==> src/rtl/dsd_pkg.sv <==
package dsd_pkg;

  typedef enum logic [3:0] {
    ST_IDLE,
    ST_FETCH_REQ,
    ST_FETCH_RSP,
    ST_META,
    ST_SCAN,
    ST_DATA_REQ,
    ST_DATA_RSP,
    ST_EMIT,
    ST_WB_REQ,
    ST_STEP,
    ST_CTX_REQ,
    ST_CTX_RSP,
    ST_CTX_WR
  } dsd_state_e;

  localparam int unsigned DESC_WORDS  = 4;
  localparam int unsigned FLAG_EOL    = 0;
  localparam int unsigned FLAG_OEOP   = 3;
  localparam int unsigned FLAG_INTR   = 4;
  localparam int unsigned FLAG_MD_LSB = 16;
  localparam int unsigned CTX_DIS_BIT = 15;

endpackage

==> src/rtl/dsd_desc_store.sv <==
module dsd_desc_store
  import dsd_pkg::*;
#(
  parameter int WORD_W = 32,
  parameter int ADDR_W = 32,
  parameter int MD_W   = 16
) (
  input  logic                  clk,
  input  logic                  rst_n,
  input  logic                  wr_i,
  input  logic [1:0]            idx_i,
  input  logic [WORD_W-1:0]     data_i,
  output logic [WORD_W-1:0]     rd_o,
  output logic [ADDR_W-1:0]     next_o,
  output logic [ADDR_W-1:0]     buf_o,
  output logic [ADDR_W-1:0]     end_o,
  output logic                  eol_o,
  output logic                  oeop_o,
  output logic                  intr_o,
  output logic [MD_W-1:0]       md_o
);

  logic [WORD_W-1:0] words_q [DESC_WORDS];

  always_ff @(posedge clk or negedge rst_n) begin
    if (!rst_n) begin
      for (int w = 0; w < DESC_WORDS; w++) words_q[w] <= '0;
    end else if (wr_i) begin
      words_q[idx_i] <= data_i;
    end
  end

  assign rd_o   = words_q[idx_i];
  assign next_o = words_q[0][ADDR_W-1:0];
  assign buf_o  = words_q[1][ADDR_W-1:0];
  assign end_o  = words_q[3][ADDR_W-1:0];
  assign eol_o  = words_q[2][FLAG_EOL];
  assign oeop_o = words_q[2][FLAG_OEOP];
  assign intr_o = words_q[2][FLAG_INTR];
  assign md_o   = words_q[2][FLAG_MD_LSB +: MD_W];

endmodule

==> src/rtl/dsd_byte_emit.sv <==
module dsd_byte_emit #(
  parameter int WORD_W = 32,
  parameter int LANE_W = $clog2(WORD_W / 8)
) (
  input  logic              clk,
  input  logic              rst_n,
  input  logic              load_i,
  input  logic [WORD_W-1:0] word_i,
  input  logic [LANE_W-1:0] first_i,
  input  logic [LANE_W-1:0] stop_i,
  input  logic              tail_i,
  output logic              st_valid_o,
  input  logic              st_ready_i,
  output logic [7:0]        st_data_o,
  output logic              st_last_o,
  output logic              done_o
);

  logic              active_q;
  logic [WORD_W-1:0] word_q;
  logic [LANE_W-1:0] lane_q;
  logic [LANE_W-1:0] stop_q;
  logic              tail_q;
  logic              at_stop;

  assign at_stop = (lane_q == stop_q);

  always_ff @(posedge clk or negedge rst_n) begin
    if (!rst_n) begin
      active_q <= 1'b0;
      word_q   <= '0;
      lane_q   <= '0;
      stop_q   <= '0;
      tail_q   <= 1'b0;
    end else if (load_i) begin
      active_q <= 1'b1;
      word_q   <= word_i;
      lane_q   <= first_i;
      stop_q   <= stop_i;
      tail_q   <= tail_i;
    end else if (active_q && st_ready_i) begin
      if (at_stop) active_q <= 1'b0;
      else         lane_q   <= lane_q + 1'b1;
    end
  end

  assign st_valid_o = active_q;
  assign st_data_o  = word_q[{lane_q, 3'b000} +: 8];
  assign st_last_o  = active_q && tail_q && at_stop;
  assign done_o     = active_q && st_ready_i && at_stop;


  st_hold_chk: assert property (@(posedge clk) disable iff (!rst_n)
    st_valid_o && !st_ready_i |=> st_valid_o && $stable(st_data_o) && $stable(st_last_o))
    else $error("stream byte changed before acceptance");

endmodule

==> src/rtl/desc_stream_dma.sv <==
module desc_stream_dma
  import dsd_pkg::*;
#(
  parameter int ADDR_W      = 32,
  parameter int WORD_W      = 32,
  parameter int MD_W        = 16,
  parameter int IRQ_W       = 4,
  parameter int IRQ_DONE_BIT = 2
) (
  input  logic              clk,
  input  logic              rst_n,
  input  logic              load_i,
  input  logic [ADDR_W-1:0] load_desc_i,
  input  logic [ADDR_W-1:0] load_ctx_i,
  input  logic              run_i,
  output logic              busy_o,
  output logic              eol_o,
  output logic              mem_req_valid_o,
  input  logic              mem_req_ready_i,
  output logic              mem_req_write_o,
  output logic [ADDR_W-1:0] mem_req_addr_o,
  output logic [WORD_W-1:0] mem_req_wdata_o,
  input  logic              mem_rsp_valid_i,
  input  logic [WORD_W-1:0] mem_rsp_data_i,
  output logic              st_valid_o,
  input  logic              st_ready_i,
  output logic [7:0]        st_data_o,
  output logic              st_last_o,
  output logic              md_valid_o,
  input  logic              md_ready_i,
  output logic [MD_W-1:0]   md_data_o,
  output logic [IRQ_W-1:0]  irq_set_o
);

  localparam int LANES  = WORD_W / 8;
  localparam int LANE_W = $clog2(LANES);
  localparam int CNT_W  = LANE_W + 1;
  localparam logic [1:0] LAST_IDX = 2'(DESC_WORDS - 1);

  dsd_state_e        state_q;
  logic [ADDR_W-1:0] cur_q, ctx_q, pos_q;
  logic [1:0]        idx_q;
  logic              eol_q, pkt_q, irq_q;
  logic [WORD_W-1:0] ctxw_q;

  logic [WORD_W-1:0] dsc_rd;
  logic [ADDR_W-1:0] dsc_next, dsc_buf, dsc_end;
  logic              dsc_eol, dsc_oeop, dsc_intr;
  logic [MD_W-1:0]   dsc_md;
  logic              dsc_wr;

  logic [ADDR_W-1:0] remain;
  logic              have_bytes, fits;
  logic [CNT_W-1:0]  room, take, hi_sum;
  logic [LANE_W-1:0] lo_lane;
  logic              emit_load, emit_done;

  assign dsc_wr = (state_q == ST_FETCH_RSP) && mem_rsp_valid_i;

  dsd_desc_store #(.WORD_W(WORD_W), .ADDR_W(ADDR_W), .MD_W(MD_W)) u_store (
    .clk    (clk),
    .rst_n  (rst_n),
    .wr_i   (dsc_wr),
    .idx_i  (idx_q),
    .data_i (mem_rsp_data_i),
    .rd_o   (dsc_rd),
    .next_o (dsc_next),
    .buf_o  (dsc_buf),
    .end_o  (dsc_end),
    .eol_o  (dsc_eol),
    .oeop_o (dsc_oeop),
    .intr_o (dsc_intr),
    .md_o   (dsc_md)
  );

  // Chunk sizing for the current word
  always_comb begin
    lo_lane    = pos_q[LANE_W-1:0];
    remain     = dsc_end - pos_q;
    have_bytes = dsc_end > pos_q;
    room       = CNT_W'(LANES) - {1'b0, lo_lane};
    fits       = remain <= ADDR_W'(room);
    take       = fits ? remain[CNT_W-1:0] : room;
    hi_sum     = {1'b0, lo_lane} + take - CNT_W'(1);
  end

  assign emit_load = (state_q == ST_DATA_RSP) && mem_rsp_valid_i;

  dsd_byte_emit #(.WORD_W(WORD_W), .LANE_W(LANE_W)) u_emit (
    .clk        (clk),
    .rst_n      (rst_n),
    .load_i     (emit_load),
    .word_i     (mem_rsp_data_i),
    .first_i    (lo_lane),
    .stop_i     (hi_sum[LANE_W-1:0]),
    .tail_i     (fits && dsc_oeop),
    .st_valid_o (st_valid_o),
    .st_ready_i (st_ready_i),
    .st_data_o  (st_data_o),
    .st_last_o  (st_last_o),
    .done_o     (emit_done)
  );

  // Sequencer
  always_ff @(posedge clk or negedge rst_n) begin
    if (!rst_n) begin
      state_q <= ST_IDLE;
      cur_q   <= '0;
      ctx_q   <= '0;
      pos_q   <= '0;
      idx_q   <= '0;
      eol_q   <= 1'b0;
      pkt_q   <= 1'b0;
      irq_q   <= 1'b0;
      ctxw_q  <= '0;
    end else begin
      irq_q <= 1'b0;
      case (state_q)
        ST_IDLE: begin
          if (load_i) begin
            cur_q <= load_desc_i;
            ctx_q <= load_ctx_i;
            eol_q <= 1'b0;
          end else if (run_i && !eol_q) begin
            pkt_q   <= 1'b1;
            idx_q   <= '0;
            state_q <= ST_FETCH_REQ;
          end
        end
        ST_FETCH_REQ: if (mem_req_ready_i) state_q <= ST_FETCH_RSP;
        ST_FETCH_RSP: begin
          if (mem_rsp_valid_i) begin
            if (idx_q == LAST_IDX) begin
              idx_q   <= '0;
              pos_q   <= dsc_buf;
              state_q <= pkt_q ? ST_META : ST_SCAN;
            end else begin
              idx_q   <= idx_q + 1'b1;
              state_q <= ST_FETCH_REQ;
            end
          end
        end
        ST_META: begin
          if (md_ready_i) begin
            pkt_q   <= 1'b0;
            state_q <= ST_SCAN;
          end
        end
        ST_SCAN: begin
          if (have_bytes) begin
            state_q <= ST_DATA_REQ;
          end else begin
            irq_q   <= dsc_intr;
            pkt_q   <= dsc_oeop;
            idx_q   <= '0;
            state_q <= ST_WB_REQ;
          end
        end
        ST_DATA_REQ: if (mem_req_ready_i) state_q <= ST_DATA_RSP;
        ST_DATA_RSP: begin
          if (mem_rsp_valid_i) begin
            pos_q   <= pos_q + ADDR_W'(take);
            state_q <= ST_EMIT;
          end
        end
        ST_EMIT: if (emit_done) state_q <= ST_SCAN;
        ST_WB_REQ: begin
          if (mem_req_ready_i) begin
            if (idx_q == LAST_IDX) begin
              idx_q   <= '0;
              state_q <= ST_STEP;
            end else begin
              idx_q <= idx_q + 1'b1;
            end
          end
        end
        ST_STEP: begin
          if (dsc_eol) begin
            state_q <= ST_CTX_REQ;
          end else begin
            cur_q   <= dsc_next;
            state_q <= ST_FETCH_REQ;
          end
        end
        ST_CTX_REQ: if (mem_req_ready_i) state_q <= ST_CTX_RSP;
        ST_CTX_RSP: begin
          if (mem_rsp_valid_i) begin
            ctxw_q  <= mem_rsp_data_i;
            state_q <= ST_CTX_WR;
          end
        end
        ST_CTX_WR: begin
          if (mem_req_ready_i) begin
            eol_q   <= 1'b1;
            state_q <= ST_IDLE;
          end
        end
        default: state_q <= ST_IDLE;
      endcase
    end
  end

  // Memory request mux
  always_comb begin
    mem_req_valid_o = 1'b0;
    mem_req_write_o = 1'b0;
    mem_req_addr_o  = '0;
    mem_req_wdata_o = '0;
    case (state_q)
      ST_FETCH_REQ: begin
        mem_req_valid_o = 1'b1;
        mem_req_addr_o  = cur_q + (ADDR_W'(idx_q) << LANE_W);
      end
      ST_DATA_REQ: begin
        mem_req_valid_o = 1'b1;
        mem_req_addr_o  = {pos_q[ADDR_W-1:LANE_W], LANE_W'(0)};
      end
      ST_WB_REQ: begin
        mem_req_valid_o = 1'b1;
        mem_req_write_o = 1'b1;
        mem_req_addr_o  = cur_q + (ADDR_W'(idx_q) << LANE_W);
        mem_req_wdata_o = dsc_rd;
      end
      ST_CTX_REQ: begin
        mem_req_valid_o = 1'b1;
        mem_req_addr_o  = ctx_q + ADDR_W'(LANES);
      end
      ST_CTX_WR: begin
        mem_req_valid_o = 1'b1;
        mem_req_write_o = 1'b1;
        mem_req_addr_o  = ctx_q + ADDR_W'(LANES);
        mem_req_wdata_o = ctxw_q | (WORD_W'(1) << CTX_DIS_BIT);
      end
      default: ;
    endcase
  end

  assign busy_o     = (state_q != ST_IDLE);
  assign eol_o      = eol_q;
  assign md_valid_o = (state_q == ST_META);
  assign md_data_o  = dsc_md;
  assign irq_set_o  = IRQ_W'(irq_q) << IRQ_DONE_BIT;


  mem_req_hold_chk: assert property (@(posedge clk) disable iff (!rst_n)
    mem_req_valid_o && !mem_req_ready_i |=> mem_req_valid_o && $stable(mem_req_addr_o)
      && $stable(mem_req_write_o) && $stable(mem_req_wdata_o))
    else $error("memory request changed before acceptance");


  md_hold_chk: assert property (@(posedge clk) disable iff (!rst_n)
    md_valid_o && !md_ready_i |=> md_valid_o && $stable(md_data_o))
    else $error("metadata changed before acceptance");


  md_before_data_chk: assert property (@(posedge clk) disable iff (!rst_n)
    md_valid_o |-> !st_valid_o)
    else $error("byte offered while a tag is pending");


  last_flagged_chk: assert property (@(posedge clk) disable iff (!rst_n)
    st_valid_o && st_last_o |-> dsc_oeop)
    else $error("last on a descriptor without end-of-packet");


  irq_pulse_chk: assert property (@(posedge clk) disable iff (!rst_n)
    irq_set_o[IRQ_DONE_BIT] |=> !irq_set_o[IRQ_DONE_BIT])
    else $error("interrupt pulse longer than one cycle");


  eol_quiet_chk: assert property (@(posedge clk) disable iff (!rst_n)
    eol_o && !load_i |=> !mem_req_valid_o)
    else $error("memory request after end of list");

endmodule

==> config.mk <==
export PLATFORM = sky130hd
export DESIGN_NAME = desc_stream_dma
export DESIGN_NICKNAME = d
export VERILOG_FILES = /design/src/rtl/dsd_pkg.sv /design/src/rtl/dsd_desc_store.sv /design/src/rtl/dsd_byte_emit.sv /design/src/rtl/desc_stream_dma.sv
export SDC_FILE = /design/constraint.sdc
export NUM_CORES = 1
export LEC_CHECK = 0
export CORE_ASPECT_RATIO = 1.5
export CORE_UTILIZATION = 58
export DETAILED_ROUTE_END_ITERATION = 7
export PLACE_DENSITY_LB_ADDON = 0.15
export REMOVE_ABC_BUFFERS = 1
export SLEW_MARGIN = 20
export SYNTH_ARGS = -nofsm -noshare
export SYNTH_HDL_FRONTEND = slang
export SYNTH_HIERARCHICAL = 1
export SYNTH_SLANG_ARGS = --single-unit
==> constraint.sdc <==
create_clock -name clk -period 6.5 [get_ports clk]
set_input_delay 0.65 -clock clk [delete_from_list [all_inputs] [get_ports clk]]
set_output_delay 0.65 -clock clk [all_outputs]
set_load 0.05 [all_outputs]
==> flow_summary.yaml, run 1 <==
final_layout:
  final_cell_mix: "dfrtp_1, mux2_2, clkdlybuf4s50_1"
  nFillCells: 2479
  finalNetCount: 2024
  diodes: 0
  final-seq-area_mm2: 0.007560
  fin_area_mm2: 0.02145
  syn_to_final_growth_pct: 15.04
  layout_commonest_cell: "dfrtp_1"
  drive_gt1_frac: 0.2106
  utilization: 0.6761
  multi_input_area_mm2: 0.009659
floorplanning:
  ios: 203
  start_util: 0.5877
  core_mm2: 0.03173
  die_h_um: 221.6
  die_w_um: 148.4
  die-area_mm2: 0.03289
  rows: 80
timing:
  max-slew-margin-rel: 0.2672
  fin_ws_ns: 0.3986
  fmax_ghz: 0.1639
  setup_tns_ns: 0
  clock_skew_ns: 0.01549
  rsz0062_at_grt: "no"
  worst_pin_slew_ns: 1.099
  final_max_slew_viol_count: 0
  setup_violations: 0
  hold_viol: 0
  period_needed_ns: 6.101
  fin_crit_sh: 0.9387
critical_path:
  slowest_stage: "or4_1"
  worstSetupStartpointType: "flip-flop"
  required_ns: 6.93
  slowest_delay_ns: 0.54
  cpMostUsedCell: "buf_4"
  end_kind: "flip-flop"
  crit_arrival_ns: 6.54
  critPathKind: "flip-flop to flip-flop"
  crit_fanout: 7
power:
  switching_share: 0.4340
  p_clk_frac: 0.184
  comb_power_share: 0.490
  vdd_drop_max_uv: 388.0
  p_seq_frac: 0.327
  powerDensity_mw_per_mm2: 479.7
  power.total_mw: 10.29
  p_leak_nw: 9.201
  power.switching_mw: 4.467
  intPower_mw: 5.826
clocking:
  cts.path.max_buffers: 3
  clkSinkCount: 302
  cts_buffers: 31
  cts_htree_levels: 1
  clock_latency_ns: 0.58
  cts_hold_buf: 0
  cts_tree: "built"
  cts-root-buf: "clkbuf_16"
  clkTransAtPathRegs_ns: 0.06
synth:
  syn_inst: 1798
  yosysTopAreaCell: "dfrtp_1"
  synth.distinct_cells: 77
  ys_async_sr_fraction: 1.000
  ys_top_cells_by_area: "dfrtp_1, mux2_2, buf_4, mux4_2, a21oi_1"
  netlist_area_mm2: 0.01865
  synth_seq_area_share: 0.4053
  ys_ff_latch: 302
  synth_edf_count: 0
  synth-main-ff-cell: "dfrtp_1"
  syn-mean-instance-area_um2: 10.37
  netlist.area_leader.share: 0.4053
  ys_warn_count: 6
grt:
  antenna_found_initial: 0
  grt_util_all_layers: 0.3607
  grt_pass1_vias: 15090
  gr-total-overflow: 0
  grt_start_max_net_pins: 153
  grt_pass1_wl_um: 88920
drt:
  firstDrtPassIters: 7
  wl_per_cell_um: 25.38
  routed_wl_um: 58500
  drc: 0
  antenna_left: 0
  num_vias: 14760
  vias_per_cell: 6.401
  first_iter_violations: 972
hold_path:
  min_path_type: "input pin to async pin"
placed_design:
  place.detailed.hpwl_um: 42110
  placed_area_mm2: 0.02034
  place.gp.congestion: 0.9666
  post-place-ws_ns: 0.3717
  portBuffers: 199
outcome:
  status: "completed"
run:
  drv_cap: 0
[timing repair]
action	in CTS	in global routing
gates resized for setup	0	9
setup buffers	0	0
endpoints found under the setup margin	0	9
[registers in the layout, summed over array words and instances (netlist names), 2 cells and up]
register,count
ctx_q,32
cur_q,32
pos_q,32
u_emit/word_q,32
u_store/buf_o,32
u_store/end_o,32
u_store/next_o,32
ctxw_q,31
u_store/md_o,16
u_store/words_q,13
state_q,4
idx_q,2
u_emit/lane_q,2
u_emit/stop_q,2
[cell usage after synthesis, drive strengths merged (12+ instances only)]
library cell / number
and3: 23
o22ai: 16
nand2: 107
a21oi: 128
inv: 65
mux2: 228
a21o: 12
dfrtp: 302
nand3: 54
nand4: 15
buf: 150
a22oi: 35
xor2: 32
mux2i: 38
mux4: 40
clkbuf: 62
nor3: 22
nor2: 120
o21ai: 80
xnor2: 46
ha: 44
a22o: 33
nor2b: 12
[cell families after synthesis]
logic type / count (synthesis) / synth area share
AO/OA/AOI/OAI: 380 / 0.1292
XOR/XNOR: 78 / 0.03663
adder cells (fa/ha/maj): 47 / 0.03274
buffers and inverters: 277 / 0.08340
flip-flops: 302 / 0.4053
multiplexers: 306 / 0.2068
other: 1 / 0.0002011
AND/OR/NAND/NOR: 407 / 0.1057
[final cells by class]
type	count	area share
inverter	65	0.01137
tap	410	0.02391
clock inverter	10	0.007349
multi-input combinational	1221	0.4503
clock buffer	45	0.04234
timing repair buffer	252	0.1124
sequential	302	0.3524
[power by group through the flow]
stage | logic, mW | clock network (mW) | registers (mW)
3_3_place_gp | 4.88 | 0 | 3.32
5_1_grt | 5.35 | 1.97 | 3.45
3_5_place_dp | 4.95 | 0 | 3.37
2_1_floorplan | 3.35 | 0 | 3.23
4_1_cts | 5.00 | 1.90 | 3.34
6_report | 5.04 | 1.89 | 3.36
[path summary, 6_finish.rpt]
check                                      end  cells after the start                start  slack [ns]
min                                  cur_q[17]                      1                rst_n        0.07
max reg2reg                          pos_q[24]                     28             pos_q[0]        0.40
max in group asynchronous             idx_q[1]                      2                rst_n        5.02
min reg2reg                u_store/words_q[44]                      1  u_store/words_q[44]        0.50
max                                  pos_q[24]                     28             pos_q[0]        0.40
min in group clk           u_store/words_q[44]                      1  u_store/words_q[44]        0.50
[worst max-delay path: cells and delay by family, from the launching register on]
family	cells	cell delay (ns)
compound gates	6	0.87
fa+ha+maj	4	1.54
buf+inv	5	0.65
flops	1	0.46
mux	1	0.25
simple gates	12	2.19
[per-layer routing]
metal | vias to the layer above | wire length [um] | GRT usage
li1 | 6546 | - | -
met1 | 7507 | 22110 | 0.4325
met2 | 557 | 30630 | 0.6383
met3 | 145 | 2748 | 0.03436
met4 | 0 | 3004 | 0.1839
met5 | - | 0 | 0
[through the flow]
stage,std cells,hold slack [ns]
after floorplan,1588,0.3544
after global placement,2249,0.4818
after detailed placement,2250,0.4871
after CTS,2305,0.09751
after global routing,2305,0.1223
final,2305,0.07173
Note: power is estimated with default switching activity, not from simulation.
==> run 2: changes to the inputs <==
--- a/config.mk
+++ b/config.mk
@@ -8,6 +8,7 @@
 export CORE_ASPECT_RATIO = 1.5
 export CORE_UTILIZATION = 58
 export DETAILED_ROUTE_END_ITERATION = 7
+export GPL_ROUTABILITY_DRIVEN = 0
 export PLACE_DENSITY_LB_ADDON = 0.15
 export REMOVE_ABC_BUFFERS = 1
 export SLEW_MARGIN = 20
==> flow_summary.yaml, run 2 (same netlist as run 1, synthesis figures left out) <==
timing:
  final_max_slew_viol_count: 0
  fmax_ghz: 0.1640
  period_needed_ns: 6.097
  hold_viol: 0
  setup_tns_ns: 0
  worst_pin_slew_ns: 1.036
  fin_crit_sh: 0.9379
  whs_ns: 0.04709
  max-slew-margin-rel: 0.3096
  setup_violations: 0
  clock_skew_ns: 0.01253
floorplanning:
  rows: 80
  ios: 203
  die_h_um: 221.6
  die_w_um: 148.4
  die-area_mm2: 0.03289
  core_mm2: 0.03173
  start_util: 0.5877
clocking:
  clock_latency_ns: 0.58
  cts-root-buf: "clkbuf_16"
  clkTransAtPathRegs_ns: 0.07
  cts_buffers: 30
  cts_htree_levels: 1
  cts_tree: "built"
  cts.path.max_buffers: 3
  cts_hold_buf: 0
  clkSinkCount: 302
grt:
  grt_util_met1: 0.3988
  grt-busiest-layer: "met2"
  grt_use_met2: 0.5706
  grt_pass1_wl_um: 82370
  antenna_found_initial: 1
  met3_usage: 0.03230
  grt_pass1_vias: 14670
  grt_util_all_layers: 0.3283
  gr-total-overflow: 0
  grt_start_max_net_pins: 162
power:
  p_clk_frac: 0.183
  p_leak_nw: 9.083
  comb_power_share: 0.484
  intPower_mw: 5.730
  p_seq_frac: 0.333
  powerDensity_mw_per_mm2: 474.8
  power.switching_mw: 4.349
  vdd_drop_max_uv: 281.9
  switching_share: 0.4315
drt:
  antenna_left: 0
  vias_per_cell: 6.355
  firstDrtPassIters: 6
  first_iter_violations: 1120
  routed_wl_um: 53170
  num_vias: 14510
  drc: 0
  wl_per_cell_um: 23.29
critical_path:
  critPathKind: "flip-flop to flip-flop"
  end_kind: "flip-flop"
  critical_path.cell_chain: "ha_1, fa_1, inv_1, ha_1, a21o_1, a21oi_1, o221ai_1, nor3_2, nand4_1, or4_1, nor4_2, nand4_2, mux2_2, ha_1, a21oi_2, nor4_1, buf_4, and2_1, and3_1, nand2_1, nor2_2, nand2_1, o32ai_1, a21oi_1"
  rr_startpoint: "pos_q[0]"
  reg2regPathDepth: 24
  crit_arrival_ns: 6.54
  slowest_stage: "or4_1"
  required_ns: 6.94
  crit_fanout: 7
  worstSetupStartpointType: "flip-flop"
  crit_family: "simple AND/OR/NAND/NOR gates"
  path_buf_inv: 2
  reg2reg_setup_slack_ns: 0.40
  slowest_delay_ns: 0.55
  r2r_end: "pos_q[26]"
  cpMostUsedCell: "ha_1"
placed_design:
  placed_area_mm2: 0.02015
  place.detailed.hpwl_um: 38130
  portBuffers: 199
final_layout:
  layout_commonest_cell: "dfrtp_1"
  drive_gt1_frac: 0.1987
  finalNetCount: 2001
  utilization: 0.6690
  multi_input_area_mm2: 0.009622
  syn_to_final_growth_pct: 13.83
  fin_area_mm2: 0.02123
  nFillCells: 2468
  final-seq-area_mm2: 0.007560
  final_cell_mix: "dfrtp_1, mux2_2, clkdlybuf4s50_1"
run:
  drv_cap: 0
hold_path:
  min_path_type: "input pin to async pin"
outcome:
  status: "completed"
[run 2: power by group through the flow]
stage               logic [mW]  registers, mW  clock network (mW)
CTS                       4.85           3.34                1.86
detailed placement        4.82           3.37                   0
floorplan                 3.35           3.23                   0
finish                    4.88           3.36                1.84
global route              5.21           3.45                1.94
global placement          4.75           3.33                   0
[run 2: worst register-to-register path, stage by stage (launching register included)]
cell and delay, ns:
dfrtp_1 0.46, ha_1 0.27, fa_1 0.52, inv_1 0.05, ha_1 0.30, a21o_1 0.16
a21oi_1 0.14, o221ai_1 0.14, nor3_2 0.17, nand4_1 0.10, or4_1 0.55, nor4_2 0.32
nand4_2 0.24, mux2_2 0.34, ha_1 0.36, a21oi_2 0.11, nor4_1 0.29, buf_4 0.17
and2_1 0.15, and3_1 0.25, nand2_1 0.17, nor2_2 0.18, nand2_1 0.11, o32ai_1 0.32
a21oi_1 0.10
[run 2: final cells by class]
cell class / instances / share of cell area
multi-input combinational: 1221 / 0.4533
sequential: 302 / 0.3561
timing repair buffer: 230 / 0.1056
clock buffer: 42 / 0.04132
tap: 410 / 0.02417
inverter: 65 / 0.01149
clock inverter: 12 / 0.007840
antenna: 1 / 0.0001179
[run 2: through the flow]
stage          worst slack, ns  total power [mW]  cells
6_report                0.4034             10.08   2283
2_1_floorplan           0.7384             6.584   1588
4_1_cts                 0.2930             10.06   2281
3_5_place_dp            0.3230             8.186   2227
5_1_grt               -0.01953             10.60   2282
3_3_place_gp            0.5768             8.077   2227
[run 2: routing by layer]
| metal | part of all wire | up-vias |
|---|---|---|
| met3 | 0.060 | 157 |
| met2 | 0.51 | 625 |
| met1 | 0.37 | 7214 |
| met4 | 0.056 | 0 |
| li1 | - | 6513 |
| met5 | 0 | - |
[run 2: worst max path at each step]
stage,from,slack [ns],cells past startpoint,endpoint
floorplan,pos_q[0],0.74,23,pos_q[26]
global placement,pos_q[0],0.58,24,pos_q[30]
detailed placement,pos_q[0],0.32,24,pos_q[26]
CTS,pos_q[0],0.29,24,pos_q[26]
global route,pos_q[0],-0.02,24,pos_q[26]
finish,pos_q[0],0.40,24,pos_q[26]
[run 2: what timing repair did]
item                                    4_1_cts  5_1_grt
setup buffers                                 0        1
endpoints found under the setup margin        0        9
gates resized for setup                       0        4
